<file path="src/rtl/dag_pkg.sv">
package dag_pkg;

  typedef enum logic [1:0] {
    MODE_INC   = 2'd0,
    MODE_DEC   = 2'd1,
    MODE_HOLD  = 2'd2,
    MODE_HOLDX = 2'd3
  } step_mode_e;

  // strobes from control to datapath
  typedef struct packed {
    logic latchBase;  // capture external base and load it
    logic loadBase;   // return to captured base
    logic stepPlain;  // move by one width
    logic stepSkip;   // move by one width plus gather interval
  } addr_cmd_t;

endpackage

</file>
<file path="src/rtl/dag_ctrl.sv">
module dag_ctrl
  import dag_pkg::*;
#(
  parameter int BLK_W = 12,
  parameter int GS_W  = 8
) (
  input  logic             clk,
  input  logic             rstN,
  input  logic             startStb,
  input  logic             advStb,
  input  logic [1:0]       addrMode,
  input  logic             gsEnable,
  input  logic [GS_W-1:0]  gsCount,
  input  logic [BLK_W-1:0] blockSize,
  input  logic             reloadMode,
  input  logic             peerReload,
  output addr_cmd_t        cmd,
  output logic             lastInBlock,
  output logic             done,
  output logic             active
);

  logic [BLK_W-1:0] xferCnt;
  logic [GS_W-1:0]  gsCnt;
  logic             moving;
  logic             gsOn;
  logic             gsWrap;
  logic             isLast;
  logic             step;

  assign moving = (step_mode_e'(addrMode) == MODE_INC) ||
                  (step_mode_e'(addrMode) == MODE_DEC);
  assign gsOn   = gsEnable && moving && (gsCount != '0);
  assign gsWrap = gsOn && (gsCnt == gsCount - GS_W'(1));
  assign isLast = active && (xferCnt == blockSize - BLK_W'(1));
  assign step   = advStb && active && !startStb;

  assign lastInBlock = isLast;

  always_comb begin
    cmd = '0;
    if (startStb) begin
      cmd.latchBase = 1'b1;
    end else if (step) begin
      if (isLast) begin
        if (reloadMode) cmd.loadBase  = 1'b1;
        else            cmd.stepPlain = 1'b1;
      end else if (gsWrap) begin
        cmd.stepSkip = 1'b1;
      end else begin
        cmd.stepPlain = 1'b1;
      end
    end
  end

  always_ff @(posedge clk or negedge rstN) begin
    if (!rstN) begin
      xferCnt <= '0;
      gsCnt   <= '0;
      active  <= 1'b0;
      done    <= 1'b0;
    end else if (startStb) begin
      xferCnt <= '0;
      gsCnt   <= '0;
      active  <= 1'b1;
      done    <= 1'b0;
    end else if (step) begin
      if (isLast) begin
        xferCnt <= '0;
        gsCnt   <= '0;
        if (!reloadMode && !peerReload) begin
          active <= 1'b0;
          done   <= 1'b1;
        end
      end else begin
        xferCnt <= xferCnt + BLK_W'(1);
        if (gsOn) gsCnt <= gsWrap ? '0 : gsCnt + GS_W'(1);
      end
    end
  end

endmodule

</file>
<file path="src/rtl/dag_datapath.sv">
module dag_datapath
  import dag_pkg::*;
#(
  parameter int ADDR_W = 32,
  parameter int GS_W   = 8
) (
  input  logic              clk,
  input  logic              rstN,
  input  addr_cmd_t         cmd,
  input  logic [ADDR_W-1:0] baseAddr,
  input  logic [1:0]        widthCode,
  input  logic [1:0]        addrMode,
  input  logic [GS_W-1:0]   gsInterval,
  output logic [ADDR_W-1:0] curAddr
);

  localparam int SHIFT_W = 2;

  logic [ADDR_W-1:0]  baseReg;
  logic [SHIFT_W-1:0] widthShift;
  logic [ADDR_W-1:0]  stepBytes;
  logic [ADDR_W-1:0]  skipBytes;
  logic [ADDR_W-1:0]  delta;
  logic [ADDR_W-1:0]  nextAddr;

  always_comb begin
    unique case (widthCode)
      2'd0:    widthShift = SHIFT_W'(0);
      2'd1:    widthShift = SHIFT_W'(1);
      default: widthShift = SHIFT_W'(2);
    endcase
  end

  assign stepBytes = ADDR_W'(1) << widthShift;
  assign skipBytes = ADDR_W'(gsInterval) << widthShift;
  assign delta     = cmd.stepSkip ? (stepBytes + skipBytes) : stepBytes;

  always_comb begin
    case (step_mode_e'(addrMode))
      MODE_INC: nextAddr = curAddr + delta;
      MODE_DEC: nextAddr = curAddr - delta;
      default:  nextAddr = curAddr;
    endcase
  end

  always_ff @(posedge clk or negedge rstN) begin
    if (!rstN) begin
      curAddr <= '0;
      baseReg <= '0;
    end else if (cmd.latchBase) begin
      curAddr <= baseAddr;
      baseReg <= baseAddr;
    end else if (cmd.loadBase) begin
      curAddr <= baseReg;
    end else if (cmd.stepPlain || cmd.stepSkip) begin
      curAddr <= nextAddr;
    end
  end

endmodule

</file>
<file path="src/rtl/dma_addr_gen.sv">
module dma_addr_gen
  import dag_pkg::*;
#(
  parameter int ADDR_W = 32,
  parameter int BLK_W  = 12,
  parameter int GS_W   = 8
) (
  input  logic              clk,
  input  logic              rstN,
  input  logic              startStb,
  input  logic              advStb,
  input  logic [ADDR_W-1:0] baseAddr,
  input  logic [1:0]        widthCode,
  input  logic [1:0]        addrMode,
  input  logic              gsEnable,
  input  logic [GS_W-1:0]   gsCount,
  input  logic [GS_W-1:0]   gsInterval,
  input  logic [BLK_W-1:0]  blockSize,
  input  logic              reloadMode,
  input  logic              peerReload,
  output logic [ADDR_W-1:0] curAddr,
  output logic              lastInBlock,
  output logic              done
);

  addr_cmd_t cmd;
  logic      runActive;

  dag_ctrl #(.BLK_W(BLK_W), .GS_W(GS_W)) ctrl_i (
    .clk        (clk),
    .rstN       (rstN),
    .startStb   (startStb),
    .advStb     (advStb),
    .addrMode   (addrMode),
    .gsEnable   (gsEnable),
    .gsCount    (gsCount),
    .blockSize  (blockSize),
    .reloadMode (reloadMode),
    .peerReload (peerReload),
    .cmd        (cmd),
    .lastInBlock(lastInBlock),
    .done       (done),
    .active     (runActive)
  );

  dag_datapath #(.ADDR_W(ADDR_W), .GS_W(GS_W)) dp_i (
    .clk       (clk),
    .rstN      (rstN),
    .cmd       (cmd),
    .baseAddr  (baseAddr),
    .widthCode (widthCode),
    .addrMode  (addrMode),
    .gsInterval(gsInterval),
    .curAddr   (curAddr)
  );

endmodule

</file>
<file path="config.mk">
export PLATFORM = sky130hd
export DESIGN_NAME = dma_addr_gen
export DESIGN_NICKNAME = d
export VERILOG_FILES = /design/src/rtl/dag_pkg.sv /design/src/rtl/dag_ctrl.sv /design/src/rtl/dag_datapath.sv /design/src/rtl/dma_addr_gen.sv
export SDC_FILE = /design/constraint.sdc
export NUM_CORES = 1
export LEC_CHECK = 0
export ABC_AREA = 1
export BUFFER_PORTS_ARGS = -buffer_cell sky130_fd_sc_hd__buf_2
export CORE_MARGIN = 3
export CORE_UTILIZATION = 59
export DETAILED_ROUTE_END_ITERATION = 7
export PLACE_DENSITY = 0.82
export SYNTH_ARGS = -nofsm -noshare
export SYNTH_HDL_FRONTEND = slang
export SYNTH_HIERARCHICAL = 1
export SYNTH_SLANG_ARGS = --single-unit
</file>
<file path="constraint.sdc">
create_clock -name clk -period 6.25 [get_ports clk]
set_input_delay 1.25 -clock clk [delete_from_list [all_inputs] [get_ports clk]]
set_output_delay 1.25 -clock clk [all_outputs]
set_load 0.1 [all_outputs]
</file>
==> results by group <==
Hold path
  • End of the worst hold path: dp_i/baseReg[4]
  • Hold path depth: 2
  • Worst hold start: dp_i/baseReg[4]
  • Hold WC Path Type: reg2reg

Routing
  • Drt via density: 5.61
  • ANT nets after route: 0
  • Residual DRC: 0
  • DRT Pass-1 Iters: 6
  • Via count: 7775
  • Post-Route WL: 19700 microns
  • Initial DRC count: around 700
  • WL/cell: about 14 microns

Synthesis
  • Count of different cell masters after synthesis: 47
  • Yosys reg bits: 86
  • Seq/Total Area, Yosys: between 20% and 30%
  • Mean post-synth cell area: 6.72 sq um
  • Ys async rst share: 100%
  • Mapped Cells: 1121
  • Synth Cell Area: 7540 sq um
  • Number of synthesized flops with an enable pin: 0
  • Top_reg_cell synth: dfrtp_1
  • Syn nets: about 1200
  • Synth Warn #: 6

Placement
  • Gpl congestion: ~0.97
  • DP HPWL: 14700 microns
  • # port buffers: 104
  • Pre-CTS worst setup slack: -0.109 ns

Critical path
  • Crit path max fanout: 6
  • Startpoint types: primary input
  • R2r startpoint: ctrl_i/gsCnt[4]
  • Req. time, crit path: 6.53 ns
  • Critical path data arrival time: 6.10 ns
  • Slowest cell on the critical path: ha_1
  • Crit-path max cell delay: 0.34 ns
  • RR Endpoint: dp_i/curAddr[31]
  • Setup CP Type: in2reg
  • Worst reg2reg path depth: 29
  • Crit. End Element: flop
  • Reg2Reg Setup Slack: between 1 and 1.5 ns

STA
  • Relative slew slack: 26.7%
  • Final hold vios: 0
  • Worst Skew: 0.00707 ns
  • Fmax: 172 MHz
  • Final setup violation count: 0
  • Final period util: 93.2%
  • Fin Hold WS: 0.462 ns
  • Pins Over Slew Limit: 0
  • Fin crit period: 5.82 ns
  • Final Worst Setup Slack: 0.427 ns
  • Slew @ Worst Pin: 1.10 ns

Floorplan
  • Row cnt: 40
  • Core area: between 10000 and 15000 sq um
  • Starting Density: 61.5%
  • Full die area: ~14000 sq um
  • Ports: 105
  • Die H: roughly 120 microns
  • Die span in x: 119 microns

Global routing
  • Grt met2 use: 40.9%
  • GRT busiest layer: met1
  • Number of global-route vias before repair: roughly 7000
  • Grt met1 use: 41.4%
  • Initial antenna violation count: 0
  • Tot GR Track Use: 27.6%
  • First-pass GRT wire length: between 30000 and 40000 microns
  • Remaining Overflow, GRT: 0
  • Pin count of the biggest net entering global routing: 86
  • Grt met3 use: 4.65%

CTS
  • Sink Count: 86
  • Number of CTS-inserted buffers: 9
  • Clk pin slew, worst setup/hold paths: 0.06 ns
  • H-tree depth: 3
  • Clock Latency Late Sink: between 0.3 and 0.4 ns
  • Root Buffer: clkbuf_16
  • TritonCTS clock tree: yes
  • Clock buffer depth: 2

Layout
  • Area Growth Syn to Fin: 14.5%
  • Final net count: between 1000 and 1500
  • Ratio of cells with drive above 1 in the final layout: 16.6%
  • ANT cells: 0

Power
  • PD cells: 361 nW/um^2
  • Peak VDD IR: 187 uV
  • Leak: 4.37 nW

Status
  • Status: complete, no violations

Flow run
  • Max Cap Viol: 0
## sequential cells by signal, indices dropped and copies added (netlist names)
register	cells
ctrl_i/active	1
ctrl_i/done	1
ctrl_i/gsCnt	8
ctrl_i/xferCnt	12
dp_i/baseReg	32
dp_i/curAddr	32
## routing by layer
metal / vias to the layer above / wire length, microns
met3: 35 / 1540
met4: 0 / 418
met5: - / 0
met1: 3556 / 9130
met2: 308 / 8580
li1: 3876 / -
## worst max-delay path by stage
stage / start / end / slack, ns / depth (start not counted)
floorplan: blockSize[0] / dp_i/curAddr[29] / 0.61 / 35
global placement: gsCount[0] / dp_i/curAddr[28] / 0.07 / 37
detailed placement: gsCount[0] / dp_i/curAddr[27] / -0.11 / 39
CTS: gsCount[0] / dp_i/curAddr[27] / 0.25 / 39
global route: gsCount[0] / dp_i/curAddr[27] / -0.02 / 40
finish: gsCount[0] / dp_i/curAddr[31] / 0.43 / 32
## through the flow
stage | setup TNS, ns | instance area [sq um] | std cells | power, mW | util (%)
after floorplan | 0 | 7540 | 1121 | 2.13 | -
after global placement | 0 | 8210 | 1370 | 2.48 | 67.0
after detailed placement | -0.392 | 8210 | 1370 | 2.50 | 67.0
after CTS | 0 | 8510 | 1385 | 3.05 | 69.4
after global routing | -0.0248 | 8630 | 1387 | 3.32 | 70.4
final | 0 | 8630 | 1387 | 3.12 | 70.4
## worst max-delay path, delay by kind of cell
family | cells | cell delay (ns)
XOR/XNOR | 1 | 0.15
AO/OA/AOI/OAI | 7 | 1.42
AND/OR/NAND/NOR | 15 | 1.91
buffers and inverters | 6 | 0.62
adder cells (fa/ha/maj) | 3 | 0.77
## cell type report
class                   instances  area [sq um]
multi-input cells             878          4900
fillers                      1085          3630
flip-flops and latches         86          2150
repair buffers                114           598
inverters                     126           475
clock buffers                  10           239
well taps                     168           210
clock inverters                 5          60.1
## Yosys cell counts, types with 4 or more instances
cell type,n,area [sq um]
nand3_1,73,365
inv_2,4,15.0
nand2_2,9,56.3
a21o_1,5,37.5
dfrtp_1,86,2150
nand2_1,288,1080
nand4_1,10,62.6
nand3_2,7,70.1
nor2_4,8,90.1
xnor2_1,15,131
a21oi_1,75,375
clkbuf_1,22,82.6
nor3_1,13,65.1
nor2_2,11,68.8
o21ai_0,91,455
nor2_1,112,420
o211ai_1,5,37.5
inv_1,120,450
a31oi_1,25,156
buf_1,4,15.0
xor2_1,45,394
ha_1,42,526
nand3b_1,5,37.5
## power breakdown
group | internal, mW | leakage, nW | switching (mW) | total [mW]
Combinational | 0.489 | 3.17 | 1.31 | 1.80
Sequential | 0.659 | 1.05 | 0.113 | 0.772
Clock | 0.319 | 0.145 | 0.225 | 0.544
## placed cells by master, fill, tap and decap left out, types with 7 or more instances in the layout
master     count
ha_1          37
nand4_1       10
nor2_4        10
xor2_1        44
a21oi_1       71
clkbuf_16      9
a31oi_1       25
o21ai_2        7
xnor2_1       15
nand2_1      287
nor2_1       109
nand2_2       10
nand3_1       73
dfrtp_1       86
nor2_2        12
inv_1        120
o21ai_0       86
buf_2        103
nor3_1        12
nand3_2        7
buf_4         11
## what timing repair did
action / CTS / global route
gates resized for setup: 0 / 27
hold endpoints to repair: 0 / 0
hold buffers: 0 / 0
buffers inserted: 0 / 2
endpoints found under the setup margin: 0 / 18
## cells by family after synthesis
family          after synthesis  synth area share, %
other cells                   2               0.0996
compound gates              220                 16.1
flops                        86                 28.5
fa+ha+maj                    44                 7.50
simple gates                552                 32.8
xor+xnor                     60                 6.97
buf+inv                     157                 8.05
(Power assumes the default switching activity.)
